==> src/rtl/rdp_pkg.sv <==
package rdp_pkg;
  typedef enum logic [2:0] {
    ST_IDLE, ST_HUNT, ST_DATA, ST_CRCH, ST_CRCL
  } rd_state_e;

  localparam logic [3:0] TAG_NIB    = 4'hF;
  localparam logic [3:0] RSP_NIB    = 4'hC;
  localparam logic [3:0] RSP_FINAL  = 4'h3;
  localparam int         REG_BYTES  = 4;
  localparam int         REG_WINDOW = 8;

  function automatic logic is_tag(input logic [7:0] b);
    return b[7:4] == TAG_NIB;
  endfunction

  // one byte of CRC16, polynomial 0x1021, MSB first
  function automatic logic [15:0] crc_step(input logic [15:0] c, input logic [7:0] d);
    logic [15:0] r;
    r = c;
    for (int i = 7; i >= 0; i--) begin
      if (r[15] ^ d[i]) r = {r[14:0], 1'b0} ^ 16'h1021;
      else              r = {r[14:0], 1'b0};
    end
    return r;
  endfunction
endpackage

==> src/rtl/rdp_crc16.sv <==
module rdp_crc16 (
  input  logic        clk,
  input  logic        rst,
  input  logic        clr,
  input  logic        en,
  input  logic [7:0]  din,
  output logic [15:0] crc
);
  import rdp_pkg::*;

  always_ff @(posedge clk) begin
    if (rst || clr) crc <= 16'hFFFF;
    else if (en)    crc <= crc_step(crc, din);
  end
endmodule

==> src/rtl/rdp_rx_ctrl.sv <==
module rdp_rx_ctrl #(
  parameter int PKT_BYTES  = 8192,
  parameter int POLL_LIMIT = 100,
  parameter int LEN_W      = 24
) (
  input  logic             clk,
  input  logic             rst,
  input  logic             start,
  input  logic             start_reg,
  input  logic             start_crc,
  input  logic [LEN_W-1:0] start_len,
  input  logic             rx_valid,
  input  logic [7:0]       rx_byte,
  input  logic [15:0]      crc_val,
  output logic             crc_clr,
  output logic             crc_en,
  output logic             out_valid,
  output logic [7:0]       out_byte,
  output logic             busy,
  output logic             done,
  output logic             err_tag,
  output logic             err_crc
);
  import rdp_pkg::*;

  localparam int HC_MAX = (POLL_LIMIT > REG_WINDOW) ? POLL_LIMIT : REG_WINDOW;
  localparam int HC_W   = $clog2(HC_MAX + 1);
  localparam logic [LEN_W-1:0] PKT_L = LEN_W'(PKT_BYTES);

  rd_state_e        state;
  logic [LEN_W-1:0] remain;
  logic [LEN_W-1:0] pkt_left;
  logic [HC_W-1:0]  hunt_cnt;
  logic [HC_W-1:0]  hunt_last;
  logic             reg_mode;
  logic             crc_on;
  logic [7:0]       crc_hi;

  assign hunt_last = reg_mode ? HC_W'(REG_WINDOW - 1) : HC_W'(POLL_LIMIT - 1);
  assign crc_clr   = rx_valid && !start && (state == ST_HUNT);
  assign crc_en    = rx_valid && !start && (state == ST_DATA);
  assign busy      = (state != ST_IDLE);

  always_ff @(posedge clk) begin
    if (rst) begin
      state     <= ST_IDLE;
      remain    <= '0;
      pkt_left  <= '0;
      hunt_cnt  <= '0;
      reg_mode  <= 1'b0;
      crc_on    <= 1'b0;
      crc_hi    <= '0;
      out_valid <= 1'b0;
      out_byte  <= '0;
      done      <= 1'b0;
      err_tag   <= 1'b0;
      err_crc   <= 1'b0;
    end else begin
      done      <= 1'b0;
      out_valid <= 1'b0;
      if (start) begin
        err_tag  <= 1'b0;
        err_crc  <= 1'b0;
        reg_mode <= start_reg;
        crc_on   <= start_crc;
        hunt_cnt <= '0;
        remain   <= start_reg ? LEN_W'(REG_BYTES) : start_len;
        if (!start_reg && start_len == '0) begin
          state <= ST_IDLE;
          done  <= 1'b1;
        end else begin
          state <= ST_HUNT;
        end
      end else if (rx_valid) begin
        unique case (state)
          ST_HUNT: begin
            if (is_tag(rx_byte)) begin
              pkt_left <= (remain > PKT_L) ? PKT_L : remain;
              hunt_cnt <= '0;
              state    <= ST_DATA;
            end else if (hunt_cnt == hunt_last) begin
              err_tag <= 1'b1;
              done    <= 1'b1;
              state   <= ST_IDLE;
            end else begin
              hunt_cnt <= hunt_cnt + 1'b1;
            end
          end
          ST_DATA: begin
            out_valid <= 1'b1;
            out_byte  <= rx_byte;
            remain    <= remain - 1'b1;
            pkt_left  <= pkt_left - 1'b1;
            if (pkt_left == LEN_W'(1)) begin
              if (crc_on) state <= ST_CRCH;
              else if (remain == LEN_W'(1)) begin
                state <= ST_IDLE;
                done  <= 1'b1;
              end else state <= ST_HUNT;
            end
          end
          ST_CRCH: begin
            crc_hi <= rx_byte;
            state  <= ST_CRCL;
          end
          ST_CRCL: begin
            if ({crc_hi, rx_byte} != crc_val) begin
              err_crc <= 1'b1;
              done    <= 1'b1;
              state   <= ST_IDLE;
            end else if (remain == '0) begin
              done  <= 1'b1;
              state <= ST_IDLE;
            end else begin
              state <= ST_HUNT;
            end
          end
          default: ;
        endcase
      end
    end
  end

  AST_DONE_IDLE: assert property (@(posedge clk) disable iff (rst)
    done |-> !busy);
  AST_HUNT_BUDGET: assert property (@(posedge clk) disable iff (rst)
    (state == ST_HUNT) |-> (hunt_cnt <= hunt_last));
  AST_ERR_STICKY: assert property (@(posedge clk) disable iff (rst)
    (err_tag && !start) |=> err_tag);
  AST_OUT_FROM_DATA: assert property (@(posedge clk) disable iff (rst)
    out_valid |-> ($past(state) == ST_DATA));
  AST_CRC_ABORT: assert property (@(posedge clk) disable iff (rst)
    (err_crc && !start) |-> (state == ST_IDLE));
endmodule

==> src/rtl/rdp_wresp_scan.sv <==
module rdp_wresp_scan (
  input  logic        clk,
  input  logic        rst,
  input  logic        wr_check,
  input  logic [31:0] wr_window,
  output logic        wr_done,
  output logic        wr_ok,
  output logic        wr_nostart
);
  import rdp_pkg::*;

  logic       hit;
  logic [1:0] hit_idx;
  logic [7:0] hdr, nxt;

  // ascending loop: the highest matching index wins
  always_comb begin
    hit     = 1'b0;
    hit_idx = '0;
    for (int k = 0; k < 3; k++) begin
      if (wr_window[8*k+4 +: 4] == RSP_NIB) begin
        hit     = 1'b1;
        hit_idx = 2'(k);
      end
    end
    hdr = wr_window[8*hit_idx +: 8];
    nxt = wr_window[8*hit_idx + 8 +: 8];
  end

  always_ff @(posedge clk) begin
    if (rst) begin
      wr_done    <= 1'b0;
      wr_ok      <= 1'b0;
      wr_nostart <= 1'b0;
    end else begin
      wr_done <= wr_check;
      if (wr_check) begin
        wr_nostart <= !hit;
        wr_ok      <= hit && (hdr[3:0] == RSP_FINAL) && (nxt == 8'h00);
      end
    end
  end

  AST_WR_EXCL: assert property (@(posedge clk) disable iff (rst)
    !(wr_ok && wr_nostart));
  AST_WR_HOLD: assert property (@(posedge clk) disable iff (rst)
    !wr_check |=> $stable(wr_ok));
endmodule

==> src/rtl/rdp_top.sv <==
module rdp_top #(
  parameter int PKT_BYTES  = 8192,
  parameter int POLL_LIMIT = 100,
  parameter int LEN_W      = 24
) (
  input  logic             clk,
  input  logic             rst,
  input  logic             start,
  input  logic             start_reg,
  input  logic             start_crc,
  input  logic [LEN_W-1:0] start_len,
  input  logic             rx_valid,
  input  logic [7:0]       rx_byte,
  output logic             out_valid,
  output logic [7:0]       out_byte,
  output logic             busy,
  output logic             done,
  output logic             err_tag,
  output logic             err_crc,
  input  logic             wr_check,
  input  logic [31:0]      wr_window,
  output logic             wr_done,
  output logic             wr_ok,
  output logic             wr_nostart
);
  logic        crc_clr, crc_en;
  logic [15:0] crc_val;

  rdp_crc16 i_crc (
    .clk(clk), .rst(rst), .clr(crc_clr), .en(crc_en), .din(rx_byte), .crc(crc_val)
  );

  rdp_rx_ctrl #(.PKT_BYTES(PKT_BYTES), .POLL_LIMIT(POLL_LIMIT), .LEN_W(LEN_W)) i_ctrl (
    .clk(clk), .rst(rst), .start(start), .start_reg(start_reg), .start_crc(start_crc),
    .start_len(start_len), .rx_valid(rx_valid), .rx_byte(rx_byte), .crc_val(crc_val),
    .crc_clr(crc_clr), .crc_en(crc_en), .out_valid(out_valid), .out_byte(out_byte),
    .busy(busy), .done(done), .err_tag(err_tag), .err_crc(err_crc)
  );

  rdp_wresp_scan i_scan (
    .clk(clk), .rst(rst), .wr_check(wr_check), .wr_window(wr_window),
    .wr_done(wr_done), .wr_ok(wr_ok), .wr_nostart(wr_nostart)
  );
endmodule

==> config.mk <==
export PLATFORM = sky130hd
export DESIGN_NAME = rdp_top
export DESIGN_NICKNAME = d
export VERILOG_FILES = /design/src/rtl/rdp_pkg.sv /design/src/rtl/rdp_crc16.sv /design/src/rtl/rdp_rx_ctrl.sv /design/src/rtl/rdp_wresp_scan.sv /design/src/rtl/rdp_top.sv
export SDC_FILE = /design/constraint.sdc
export NUM_CORES = 1
export LEC_CHECK = 0
export ABC_AREA = 0
export BUFFER_PORTS_ARGS = -buffer_cell sky130_fd_sc_hd__buf_4
export CAP_MARGIN = 20
export CORE_ASPECT_RATIO = 0.9
export CORE_MARGIN = 2
export CORE_UTILIZATION = 50
export DETAILED_ROUTE_END_ITERATION = 10
export PLACE_DENSITY = 0.75
export SETUP_SLACK_MARGIN = 0.15
export SYNTH_ARGS = -nofsm -noshare
export SYNTH_HDL_FRONTEND = slang
export SYNTH_SLANG_ARGS = --single-unit
==> constraint.sdc <==
create_clock -name clk -period 5.3 [get_ports clk]
set_input_delay 0.53 -clock clk [delete_from_list [all_inputs] [get_ports clk]]
set_output_delay 0.53 -clock clk [all_outputs]
set_load 0.03 [all_outputs]
# After elaboration in Yosys (flattened, before gate mapping)
# Index checks and enable logic that the tools add are counted.
op_classes:
  n_addsub: 4
  magnitude_cmp: 1
  eq_ne: 17
  shifts: 2
  n_mux: 60
  bitwise_logic: 19
  reduce_logical: 28
ops:
  columns: ["operator", "n"]
  rows:
  - ["$mux W16", 14]
  - ["$mux W24", 6]
  - ["$mux W13", 8]
  - ["$eq A24 B1 Y1 const B", 2]
  - ["$logic_not A24 Y1", 2]
  - ["$pmux W24 S2", 1]
  - ["$sub A24 B1 Y24 const B", 2]
  - ["$shiftx A32 B33 Y8", 1]
  - ["$shiftx A32 B6 Y4", 1]
  - ["$gt A24 B14 Y1 const B", 1]
  - ["$not A3 Y3", 8]
  - ["$mux W3", 7]
  - ["$mux W7", 3]
  - ["$mux W1", 18]
  - ["$eq A4 B4 Y1 const B", 4]
  - ["$ne A16 B16 Y1", 1]
  - ["$pmux W3 S4", 1]
  - ["$reduce_and A3 Y1", 4]
  - ["$reduce_and A4 Y1", 3]
  - ["$logic_not A8 Y1", 1]
  - ["$xor A1 B1 Y1", 8]
  - ["$add A7 B1 Y7 const B", 1]
  - ["$eq A7 B7 Y1", 1]
  - ["$add A5 B4 Y6 const B", 1]
  - ["other kinds (20)", 32]
totals:
  regBits: 99
  inputBits: 71
  output_inout_bits: 16
  elab_cells: 147

# Logic depth before layout (Yosys ltp)
# Gate-level depths: netlist (run 1).
depth:
  word_depth: 31
  depth_mapped: 8
  depth_no_buf: 7

# By module
# Synthesis (run 1) repeated with hierarchy kept, for this count alone.
hier_totals:
  hier_cells: 702
  area_unflattened_um2: 5801.8
by_module_without_submodules:
  columns: ["module", "instances", "cells_each", "area_per_inst_um2"]
  rows:
  - ["rdp_rx_ctrl", 1, 591, 4647.0]
  - ["rdp_crc16", 1, 81, 900.9]
  - ["rdp_wresp_scan", 1, 30, 254.0]

# Worst setup path after synthesis (run 1)
# No wires, ideal clock.
synth_path:
  path_type: "flip-flop to flip-flop"
  startpoint: "register i_ctrl.pkt_left[16]"
  endpoint: "register i_ctrl.pkt_left[23]"
  setup_time_ps: 86
  t_arrival_ps: 2034
  t_required_ps: 5214
  path_slack_ps: 3180
  stages_incl_launch_ff: 5
  path_buffers: 0
  period_less_slack_ps: 2120
  path_cell_list: "dfxtp_1 > or4_4 > or4_4 > or4_4 > a221oi_2"
synth_via:
  elab_chain_cells: 2
synth_rtl:
  columns: ["element", "line_no", "source"]
  rows:
  - ["from (decl)", "rdp_rx_ctrl.sv:32", "logic [LEN_W-1:0] pkt_left;"]
  - ["from (signal assigned)", "rdp_rx_ctrl.sv:78", "pkt_left <= (remain > PKT_L) ? PKT_L : remain;"]
  - ["from (signal assigned)", "rdp_rx_ctrl.sv:93", "pkt_left <= pkt_left - 1'b1;"]
  - ["$sub A24 B1 Y24", "rdp_rx_ctrl.sv:93", null]
  - ["$pmux W24 S2", "rdp_rx_ctrl.sv:75", "unique case (state)"]
# Every way passes these cells.
# A chain may end at the register's enable or synchronous reset.

# Worst setup path after layout (run 1)
layout_path:
  startpoint: "register i_ctrl.state[0]"
  endpoint: "register i_ctrl.pkt_left[23]"
layout_via:
  elab_chain_cells: 3
layout_rtl:
  columns: ["element", "line_no", "source"]
  rows:
  - ["from (decl)", "rdp_rx_ctrl.sv:30", "rd_state_e state;"]
  - ["from (signal assigned)", "rdp_rx_ctrl.sv:46", "state <= ST_IDLE;"]
  - ["from (signal assigned)", "rdp_rx_ctrl.sv:69", "state <= ST_IDLE;"]
  - ["from (signal assigned)", "rdp_rx_ctrl.sv:72", "state <= ST_HUNT;"]
  - ["$eq A3 B1 Y1 / $eq A3 B2 Y1 (equally long branches)", "rdp_rx_ctrl.sv:75", null]
  - ["$ne A2 B2 Y1 (no line) / $reduce_bool A2 Y1 (equally long branches)", null, null]
  - ["$reduce_and A4 Y1 (no line)", null, null]
# Several ways; a longest one is shown, not always the timed one.

==> implementation parameters, run 1 <==
Parameter                              Value

Run status
  Run status    finished, final reports clean

Layout
  Number of fill cells in the layout    1027
  Antenna cells    0
  Fraction of layout instances using a drive strength above 1    0.163
  Area growth syn-to-layout    18.5%
  Net count, final    855

Run
  Number of max-cap violations    0

Synthesis
  Mapped Avg Cell Area    7.99 um^2
  Post-Synthesis Net Count    793
  Number of instances in the synthesized netlist    716
  Async S/R FF share, synth    0
  Distinct cell type count after synthesis    69
  Number of synthesized register bits    99
  Cell area after technology mapping    5720 um^2
  Most used flip-flop cell after synthesis    sky130_fd_sc_hd__dfxtp_1
  Sequential fraction of the synthesis area    0.347
  Synthesis Warnings    0
  EDFF count, synth    0

Timing
  Number of endpoints with negative hold slack in the final report    0
  Maximum clock frequency    359 MHz
  Tightest Pin Transition    1.08 ns
  Post-route fraction of the period consumed by the critical path    0.526
  Worst path setup slack after routing    2.51 ns
  Relative slew slack    0.278
  Final count of pins violating max slew    0
  Min cycle time layout    2.79 ns
  Setup TNS    0 ns
  Fin Hold WS    0.416 ns
  Final setup vio count    0
  Unrepaired setup endpoints after global routing    no
  Largest clock skew in the final design    0.00792 ns

Global route
  GRT Total Usage    0.264
  Pin count of the biggest net entering global routing    71
  Antenna violations before repair    0
  Number of global-route vias before repair    5457
  Global-route wire length before repair    26100 um
  Aggregate global routing overflow    0

Setup path
  Max stage delay cell, worst path    sky130_fd_sc_hd__dfxtp_1
  Worst reg2reg setup slack    2.51 ns
  Sort of element at the end of the critical path    register
  Crit Path Class    register to register
  Cell type group with the largest total delay on the critical path    simple AND/OR/NAND/NOR gates
  CP startpoint kind    register
  List of cells traversed by the critical path    or3b_2 > o21ai_1 > nand2_1 > or4_4 > a221oi_2
  Worst endpoint required time    5.58 ns
  Max Fanout on Critical Path    13
  Biggest cell delay along the critical path    0.63 ns
  Data arrival time at the worst-slack endpoint    3.07 ns
  Buffers & Inverters on Critical Path    0

Placed design
  Final Wtd Congestion    0.961
  Number of port buffers    86
  Detailed placer's ending HPWL    11400 um
  Pre-CTS setup slack    2.34 ns

Power and ir drop
  Clock group share of total power    0.384
  Cell internal power dissipation    1.24 mW
  Net switching share of the total power    0.278
  Cell Pwr Density    254 nW/um^2
  Design Power    1.72 mW
  Relative contribution of combinational cells to total power    0.161
  Static power due to leakage    2.51 nW
  Switching pwr    0.478 mW
  Maximum VDD drop    176 uV
  Sequential Power Share    0.455

Min path
  Hold Crit Class    primary input to register

Floorplanning
  X dimension of the die    117 um
  IO Count    87
  Initial Utilization    0.506
  Core outline area    11300 um^2
  Area of the die    12300 um^2
  Site row count    37
  Vertical extent of the die    105 um

CTS
  Number of sinks handled by clock tree synthesis    99
  Hold bufs inserted after CTS    0
  Inserted Clock Buffers    9
  CTS tree    yes
  # Post-CTS Setup Buffers    0
  Maximum number of buffers from clock root to sink    2
  Clock transition at the register clock pins on the worst setup and hold paths after CTS    0.07 ns
  Clock insertion delay at the later pin of the skew report    0.36 ns
  Clock H-tree levels    3
  Number of gates given a new drive strength after cts    0
  Root Buffer Master    sky130_fd_sc_hd__clkbuf_16

Drt
  TritonRoute pass-1 iters    5
  Final ANT Viol Nets    0
  Drt initial violations    692
  Number of vias after detailed routing    5803
  Vias per Instance    6.18
  Total wire length after detailed routing    16000 um
  Post-detailed-route wirelength per cell    17.0 um
  Number of remaining DRC errors    0
==> sequential cells by signal, summed over array words and instances (netlist names) <==
| signal | flops |
|---|---|
| i_ctrl.done | 1 |
| i_ctrl.reg_mode | 1 |
| i_scan.wr_ok | 1 |
| i_ctrl.remain | 24 |
| i_scan.wr_done | 1 |
| i_crc.crc | 16 |
| i_ctrl.state | 3 |
| i_ctrl.out_valid | 1 |
| i_ctrl.err_crc | 1 |
| i_ctrl.hunt_cnt | 7 |
| i_ctrl.pkt_left | 24 |
| i_ctrl.err_tag | 1 |
| i_ctrl.out_byte | 8 |
| i_scan.wr_nostart | 1 |
| i_ctrl.crc_on | 1 |
| i_ctrl.crc_hi | 8 |
==> tightest hold or removal path: cells and delay by family <==
family                 cells  cell delay, ns
buffers and inverters      1            0.08
muxes                      1            0.05
and+or+nand+nor            1            0.07
==> logic make-up (layout without fill, tap and decap cells) <==
group / count (synthesis) / after routing / synth area share
AO/OA/AOI/OAI: 163 / 163 / 0.200
flip-flops: 99 / 99 / 0.347
XOR/XNOR: 53 / 53 / 0.0812
multiplexers: 16 / 16 / 0.0280
adder cells (fa/ha/maj): 6 / 6 / 0.0131
buffers and inverters: 52 / 119 / 0.0350
AND/OR/NAND/NOR: 327 / 327 / 0.296
==> synthesized netlist by cell type, types with 3 or more instances <==
cell type	count	area [um^2]
sky130_fd_sc_hd__ha_1	6	75.1
sky130_fd_sc_hd__a22oi_1	6	45.0
sky130_fd_sc_hd__nand2b_1	11	68.8
sky130_fd_sc_hd__a22o_1	4	35.0
sky130_fd_sc_hd__xnor2_1	26	228
sky130_fd_sc_hd__nor2b_1	6	37.5
sky130_fd_sc_hd__a32oi_1	5	43.8
sky130_fd_sc_hd__nand3b_1	6	45.0
sky130_fd_sc_hd__buf_2	4	20.0
sky130_fd_sc_hd__nor3_1	26	130
sky130_fd_sc_hd__dfxtp_1	99	1980
sky130_fd_sc_hd__a211oi_1	13	97.6
sky130_fd_sc_hd__clkbuf_1	32	120
sky130_fd_sc_hd__o211ai_1	15	113
sky130_fd_sc_hd__a311oi_1	9	78.8
sky130_fd_sc_hd__inv_1	9	33.8
sky130_fd_sc_hd__o21ai_0	19	95.1
sky130_fd_sc_hd__nor2_1	76	285
sky130_fd_sc_hd__a221oi_1	4	35.0
sky130_fd_sc_hd__o31a_1	3	26.3
sky130_fd_sc_hd__nand4_1	11	68.8
sky130_fd_sc_hd__or2_2	3	18.8
sky130_fd_sc_hd__o41ai_1	3	26.3
sky130_fd_sc_hd__or3_1	8	50.1
sky130_fd_sc_hd__a21oi_1	42	210
sky130_fd_sc_hd__a31oi_1	6	37.5
sky130_fd_sc_hd__mux2i_1	16	160
sky130_fd_sc_hd__and2_1	4	25.0
sky130_fd_sc_hd__nor4bb_1	9	90.1
sky130_fd_sc_hd__nand3_1	33	165
sky130_fd_sc_hd__xor2_1	27	236
sky130_fd_sc_hd__and3_1	3	18.8
sky130_fd_sc_hd__nand2_1	81	304
sky130_fd_sc_hd__nor4_1	25	156
sky130_fd_sc_hd__or4_4	3	33.8
sky130_fd_sc_hd__o31ai_1	7	52.6
sky130_fd_sc_hd__buf_1	6	22.5
sky130_fd_sc_hd__or4_1	6	45.0
==> per-layer routing <==
layer / share of wire / vias to the layer above / global-route usage / wire [um]
li1: - / 2767 / - / -
met1: 0.43 / 2756 / 0.343 / 6910
met2: 0.48 / 246 / 0.429 / 7630
met3: 0.069 / 34 / 0.0604 / 1100
met4: 0.023 / 0 / 0.0908 / 372
met5: 0 / - / 0 / 0
==> power by group through the flow <==
stage / combinational, mW / clock (mW) / sequential (mW)
3_3_place_gp: 0.265 / 0 / 0.797
3_5_place_dp: 0.271 / 0 / 0.798
2_1_floorplan: 0.176 / 0 / 0.791
5_1_grt: 0.301 / 0.707 / 0.784
4_1_cts: 0.272 / 0.677 / 0.781
6_report: 0.276 / 0.661 / 0.782
==> layout by cell type (no fill, tap or decap), types with 4 or more instances in the layout <==
cell / count
sky130_fd_sc_hd__nor3_1: 25
sky130_fd_sc_hd__a22o_1: 4
sky130_fd_sc_hd__nor4_1: 25
sky130_fd_sc_hd__a32oi_1: 5
sky130_fd_sc_hd__nand3_1: 33
sky130_fd_sc_hd__nor2_1: 76
sky130_fd_sc_hd__nand2b_1: 11
sky130_fd_sc_hd__nor4bb_1: 8
sky130_fd_sc_hd__dfxtp_1: 99
sky130_fd_sc_hd__nor2b_1: 6
sky130_fd_sc_hd__nand4_1: 11
sky130_fd_sc_hd__a22oi_1: 6
sky130_fd_sc_hd__a21oi_1: 42
sky130_fd_sc_hd__mux2i_1: 16
sky130_fd_sc_hd__inv_1: 9
sky130_fd_sc_hd__xnor2_1: 26
sky130_fd_sc_hd__buf_4: 92
sky130_fd_sc_hd__nand3b_1: 6
sky130_fd_sc_hd__o21ai_0: 19
sky130_fd_sc_hd__a31oi_1: 6
sky130_fd_sc_hd__nand2_1: 81
sky130_fd_sc_hd__ha_1: 6
sky130_fd_sc_hd__or4_1: 6
sky130_fd_sc_hd__clkbuf_16: 9
sky130_fd_sc_hd__or3_1: 8
sky130_fd_sc_hd__o31ai_1: 7
sky130_fd_sc_hd__xor2_1: 27
sky130_fd_sc_hd__o211ai_1: 15
sky130_fd_sc_hd__a311oi_1: 9
sky130_fd_sc_hd__a211oi_1: 13
sky130_fd_sc_hd__a221oi_1: 4
sky130_fd_sc_hd__and2_1: 4
==> stage by stage <==
step,cells,area [um^2],util
6_report,939,6780,0.600
5_1_grt,939,6780,0.600
4_1_cts,938,6760,0.599
3_5_place_dp,922,6470,0.573
3_3_place_gp,922,6470,0.573
2_1_floorplan,716,5720,-
==> cell type report <==
cell class              instances  area, um^2  area share
clock buffers                  10         229      0.0338
clock inverters                 6        66.3     0.00978
inverters                      10        37.5     0.00554
multi-input cells             565        3560       0.526
flip-flops and latches         99        1980       0.292
well taps                     156         195      0.0288
repair buffers                 93         706       0.104
==> final timing paths <==
| kind | from | endpoint | cells past startpoint |
|---|---|---|---|
| setup / recovery | i_ctrl.state[0] | i_ctrl.pkt_left[23] | 5 |
| hold reg to reg | i_ctrl.out_byte[4] | i_ctrl.out_byte[4] | 2 |
| setup reg to reg | i_ctrl.state[0] | i_ctrl.pkt_left[23] | 5 |
| hold / removal | start_crc | i_ctrl.crc_on | 3 |
Note: power is estimated with default switching activity, not from simulation.
==> inputs of run 2 (changes only) <==
Settings changed: ABC_AREA 0 to 1, PLACE_DENSITY 0.75 to 0.77.
Clock period 5.3 ns to 2.5 ns, I/O delays scaled along.
==> run 2 against run 1 <==
Critical path depth is 4 higher. Worst setup slack worse by 2.0 ns. Register-to-register slack worse by 2.0 ns. Clock skew hardly changed.
==> implementation parameters, run 2 <==
Parameter                              Value

Power and ir drop
  Sequential Power Share    0.432 (-0.023)
  Static power due to leakage    3.21 nW (+28%)
  Net switching share of the total power    0.286 (+0.00730)
  Switching pwr    1.11 mW (+130%)
  Design Power    3.88 mW (+130%)
  Clock group share of total power    0.388 (+0.004)
  Relative contribution of combinational cells to total power    0.180 (+0.019)
  Cell Pwr Density    545 nW/um^2 (+120%)
  Cell internal power dissipation    2.77 mW (+120%)
  Maximum VDD drop    376 uV (+110%)

Floorplanning
  Initial Utilization    0.506 (about the same)
  Site row count    38 (+2.7%)
  Core outline area    11900 um^2 (+5.6%)
  IO Count    87 (unchanged)
  X dimension of the die    120 um (+2.7%)
  Vertical extent of the die    108 um (+2.7%)
  Area of the die    13000 um^2 (+5.4%)

CTS
  Clock transition at the register clock pins on the worst setup and hold paths after CTS    0.07 ns (about the same)
  Root Buffer Master    sky130_fd_sc_hd__clkbuf_16
  Hold bufs inserted after CTS    0 (unchanged)
  Inserted Clock Buffers    9 (unchanged)
  Maximum number of buffers from clock root to sink    2 (unchanged)
  Number of sinks handled by clock tree synthesis    99 (unchanged)
  CTS tree    yes
  Clock insertion delay at the later pin of the skew report    0.35 ns (about the same)
  Number of gates given a new drive strength after cts    0 (unchanged)
  Clock H-tree levels    3 (unchanged)
  # Post-CTS Setup Buffers    0 (unchanged)

Min path
  Worst hold endpoint    i_scan.wr_nostart
  Worst Hold Launch    wr_check
  Min-Delay Path Depth    2 (-1)
  Hold Crit Class    primary input to register

Drt
  Number of remaining DRC errors    0 (unchanged)
  Final ANT Viol Nets    0 (unchanged)
  Total wire length after detailed routing    15900 um (-0.83%)
  Number of vias after detailed routing    6207 (+7.0%)
  Drt initial violations    452 (-35%)
  TritonRoute pass-1 iters    5 (unchanged)
  Post-detailed-route wirelength per cell    13.9 um (-18%)
  Vias per Instance    5.44 (-12%)

Synthesis
  Cell with the most instances after synthesis    sky130_fd_sc_hd__nand2_1
  Async S/R FF share, synth    0 (unchanged)
  Library cell occupying the most area in the post-synthesis netlist    sky130_fd_sc_hd__dfxtp_1
  Cell area after technology mapping    6040 um^2 (+5.6%)
  Number of synthesized register bits    99 (unchanged)
  Ranking of synthesized cells by instance count    165 x sky130_fd_sc_hd__nand2_1, 116 x sky130_fd_sc_hd__nor2_1, 99 x sky130_fd_sc_hd__dfxtp_1, 83 x sky130_fd_sc_hd__a21oi_1, 83 x sky130_fd_sc_hd__inv_1
  Mapped Avg Cell Area    6.71 um^2 (-16%)
  Most used flip-flop cell after synthesis    sky130_fd_sc_hd__dfxtp_1
  Post-Synthesis Net Count    978 (+23%)
  Synthesis Warnings    0 (unchanged)
  Largest cells by area after synthesis    sky130_fd_sc_hd__dfxtp_1 33%, sky130_fd_sc_hd__nand2_1 10%, sky130_fd_sc_hd__nor2_1 7.2%
  EDFF count, synth    0 (unchanged)
  Sequential fraction of the synthesis area    0.328 (-0.0185)
  Distinct cell type count after synthesis    52 (-25%)
  Area share of the largest cell type after synthesis    0.328 (-0.0185)
  Number of instances in the synthesized netlist    901 (+26%)

Layout
  Net count, final    1054 (+23%)
  Area growth syn-to-layout    17.8%
  Antenna cells    0 (unchanged)
  Registers with the most flip-flops    i_ctrl.pkt_left (24), i_ctrl.remain (24), i_crc.crc (16)
  Commonest cells after routing, fill and taps aside    165 x sky130_fd_sc_hd__nand2_1, 116 x sky130_fd_sc_hd__nor2_1, 99 x sky130_fd_sc_hd__dfxtp_1
  Leading cell type in the layout, fill and taps excluded    sky130_fd_sc_hd__nand2_1
  Fraction of layout instances using a drive strength above 1    0.168 (+0.00472)
  Final Non-Filler Cells    1141 (+22%)

Setup path
  Start point of the critical path    i_ctrl.state[0]
  Max Fanout on Critical Path    37 (+24)
  Data arrival time at the worst-slack endpoint    2.26 ns (-0.81 ns)
  Crit Path Class    register to register
  Worst endpoint required time    2.75 ns (-2.83 ns)
  CP startpoint kind    register
  Number of cells traversed by the worst register-to-register path    9 (+4)
  Reg-to-Reg End    i_ctrl.pkt_left[10]
  Startpoint of the lowest-slack register-to-register path    i_ctrl.state[0]
  Sort of element at the end of the critical path    register
  Worst reg2reg setup slack    0.49 ns (-2.03 ns)

Run status
  Run status    finished, final reports clean

Timing
  Relative slew slack    0.563 (+0.284)
  Final setup vio count    0 (unchanged)
  Largest clock skew in the final design    0.00802 ns (+0.000107 ns)
  Maximum clock frequency    496 MHz (+38%)
  Fin Hold WS    0.0947 ns (-0.321 ns)
  Worst path setup slack after routing    0.486 ns (-2.03 ns)
  Post-route fraction of the period consumed by the critical path    0.806 (+0.279)
  Final count of pins violating max slew    0 (unchanged)
  Setup TNS    0 ns (unchanged)
  Tightest Pin Transition    0.650 ns (-0.428 ns)
  Number of endpoints with negative hold slack in the final report    0 (unchanged)
  Min cycle time layout    2.01 ns (-0.775 ns)
  Unrepaired setup endpoints after global routing    no

Placed design
  Detailed placer's ending HPWL    12000 um (+5.3%)
  DP Cell Count    1126 (+22%)
  Pre-CTS setup slack    0.512 ns (-1.83 ns)
  Final Wtd Congestion    0.909 (-5.4%)
  Number of port buffers    86 (unchanged)

Global route
  Global-route wire length before repair    26500 um (+1.5%)
  Aggregate global routing overflow    0 (unchanged)
  Number of global-route vias before repair    5541 (+1.5%)
  GRT Total Usage    0.253 (-0.0113)
  Antenna violations before repair    0 (unchanged)
  Pin count of the biggest net entering global routing    38 (-46%)

Run
  Number of max-cap violations    0 (unchanged)
run 2: power by group through the flow:
stage	Sequential (mW)	Clock [mW]	Combinational, mW
after floorplan	1.70	0	0.478
after global placement	1.71	0	0.687
after detailed placement	1.71	0	0.692
after CTS	1.67	1.53	0.695
after global routing	1.68	1.60	0.780
final	1.68	1.51	0.699
run 2: cell type report:
cell class | count | area, um^2
Clock buffer | 10 | 229
Timing Repair Buffer | 95 | 726
Inverter | 91 | 342
Tap cell | 160 | 200
Sequential cell | 99 | 1980
Fill cell | 1159 | 4810
Clock inverter | 5 | 85.1
Multi-Input combinational cell | 681 | 3560
run 2: per-layer routing:
| layer | part of all wire | wire length (um) | global-route usage | up-vias |
|---|---|---|---|---|
| li1 | - | - | - | 3163 |
| met1 | 0.48 | 7660 | 0.352 | 2825 |
| met2 | 0.44 | 6920 | 0.399 | 205 |
| met3 | 0.068 | 1070 | 0.0617 | 14 |
| met4 | 0.013 | 212 | 0.0546 | 0 |
| met5 | 0 | 0 | 0 | - |
run 2: kinds of logic (layout without fill, tap and decap cells):
kind of cell,Yosys count,after routing,synth area share
AOI/OAI and AO/OA,204,204,0.189
and+or+nand+nor,434,434,0.332
buffers and inverters,121,201,0.0835
DFF,99,99,0.328
xor gates and xnor gates,37,37,0.0549
adders and majority gates,6,6,0.0124
run 2: stage by stage:
stage	cell area, um^2	utilization
3_5_place_dp	6810	0.570
2_1_floorplan	6040	-
5_1_grt	7120	0.597
4_1_cts	7120	0.597
3_3_place_gp	6810	0.570
6_report	7120	0.597
run 2: how the worst max path moves through the flow:
stage	to	slack (ns)	depth (start not counted)
floorplan	i_ctrl.remain[18]	1.00	11
global placement	i_ctrl.pkt_left[10]	0.60	9
detailed placement	i_ctrl.pkt_left[10]	0.51	9
CTS	i_ctrl.pkt_left[10]	0.49	9
global route	i_ctrl.pkt_left[10]	0.28	9
finish	i_ctrl.pkt_left[10]	0.49	9
run 2: critical path: stages, from the launching register on:
cell                      delay [ns]
sky130_fd_sc_hd__dfxtp_1        0.38
sky130_fd_sc_hd__nor2_2         0.17
sky130_fd_sc_hd__nand2_4        0.21
sky130_fd_sc_hd__nor2_8         0.17
sky130_fd_sc_hd__inv_2          0.13
sky130_fd_sc_hd__nand2_4        0.32
sky130_fd_sc_hd__inv_2          0.19
sky130_fd_sc_hd__a21oi_1        0.17
sky130_fd_sc_hd__a21o_1         0.13
sky130_fd_sc_hd__inv_1          0.03
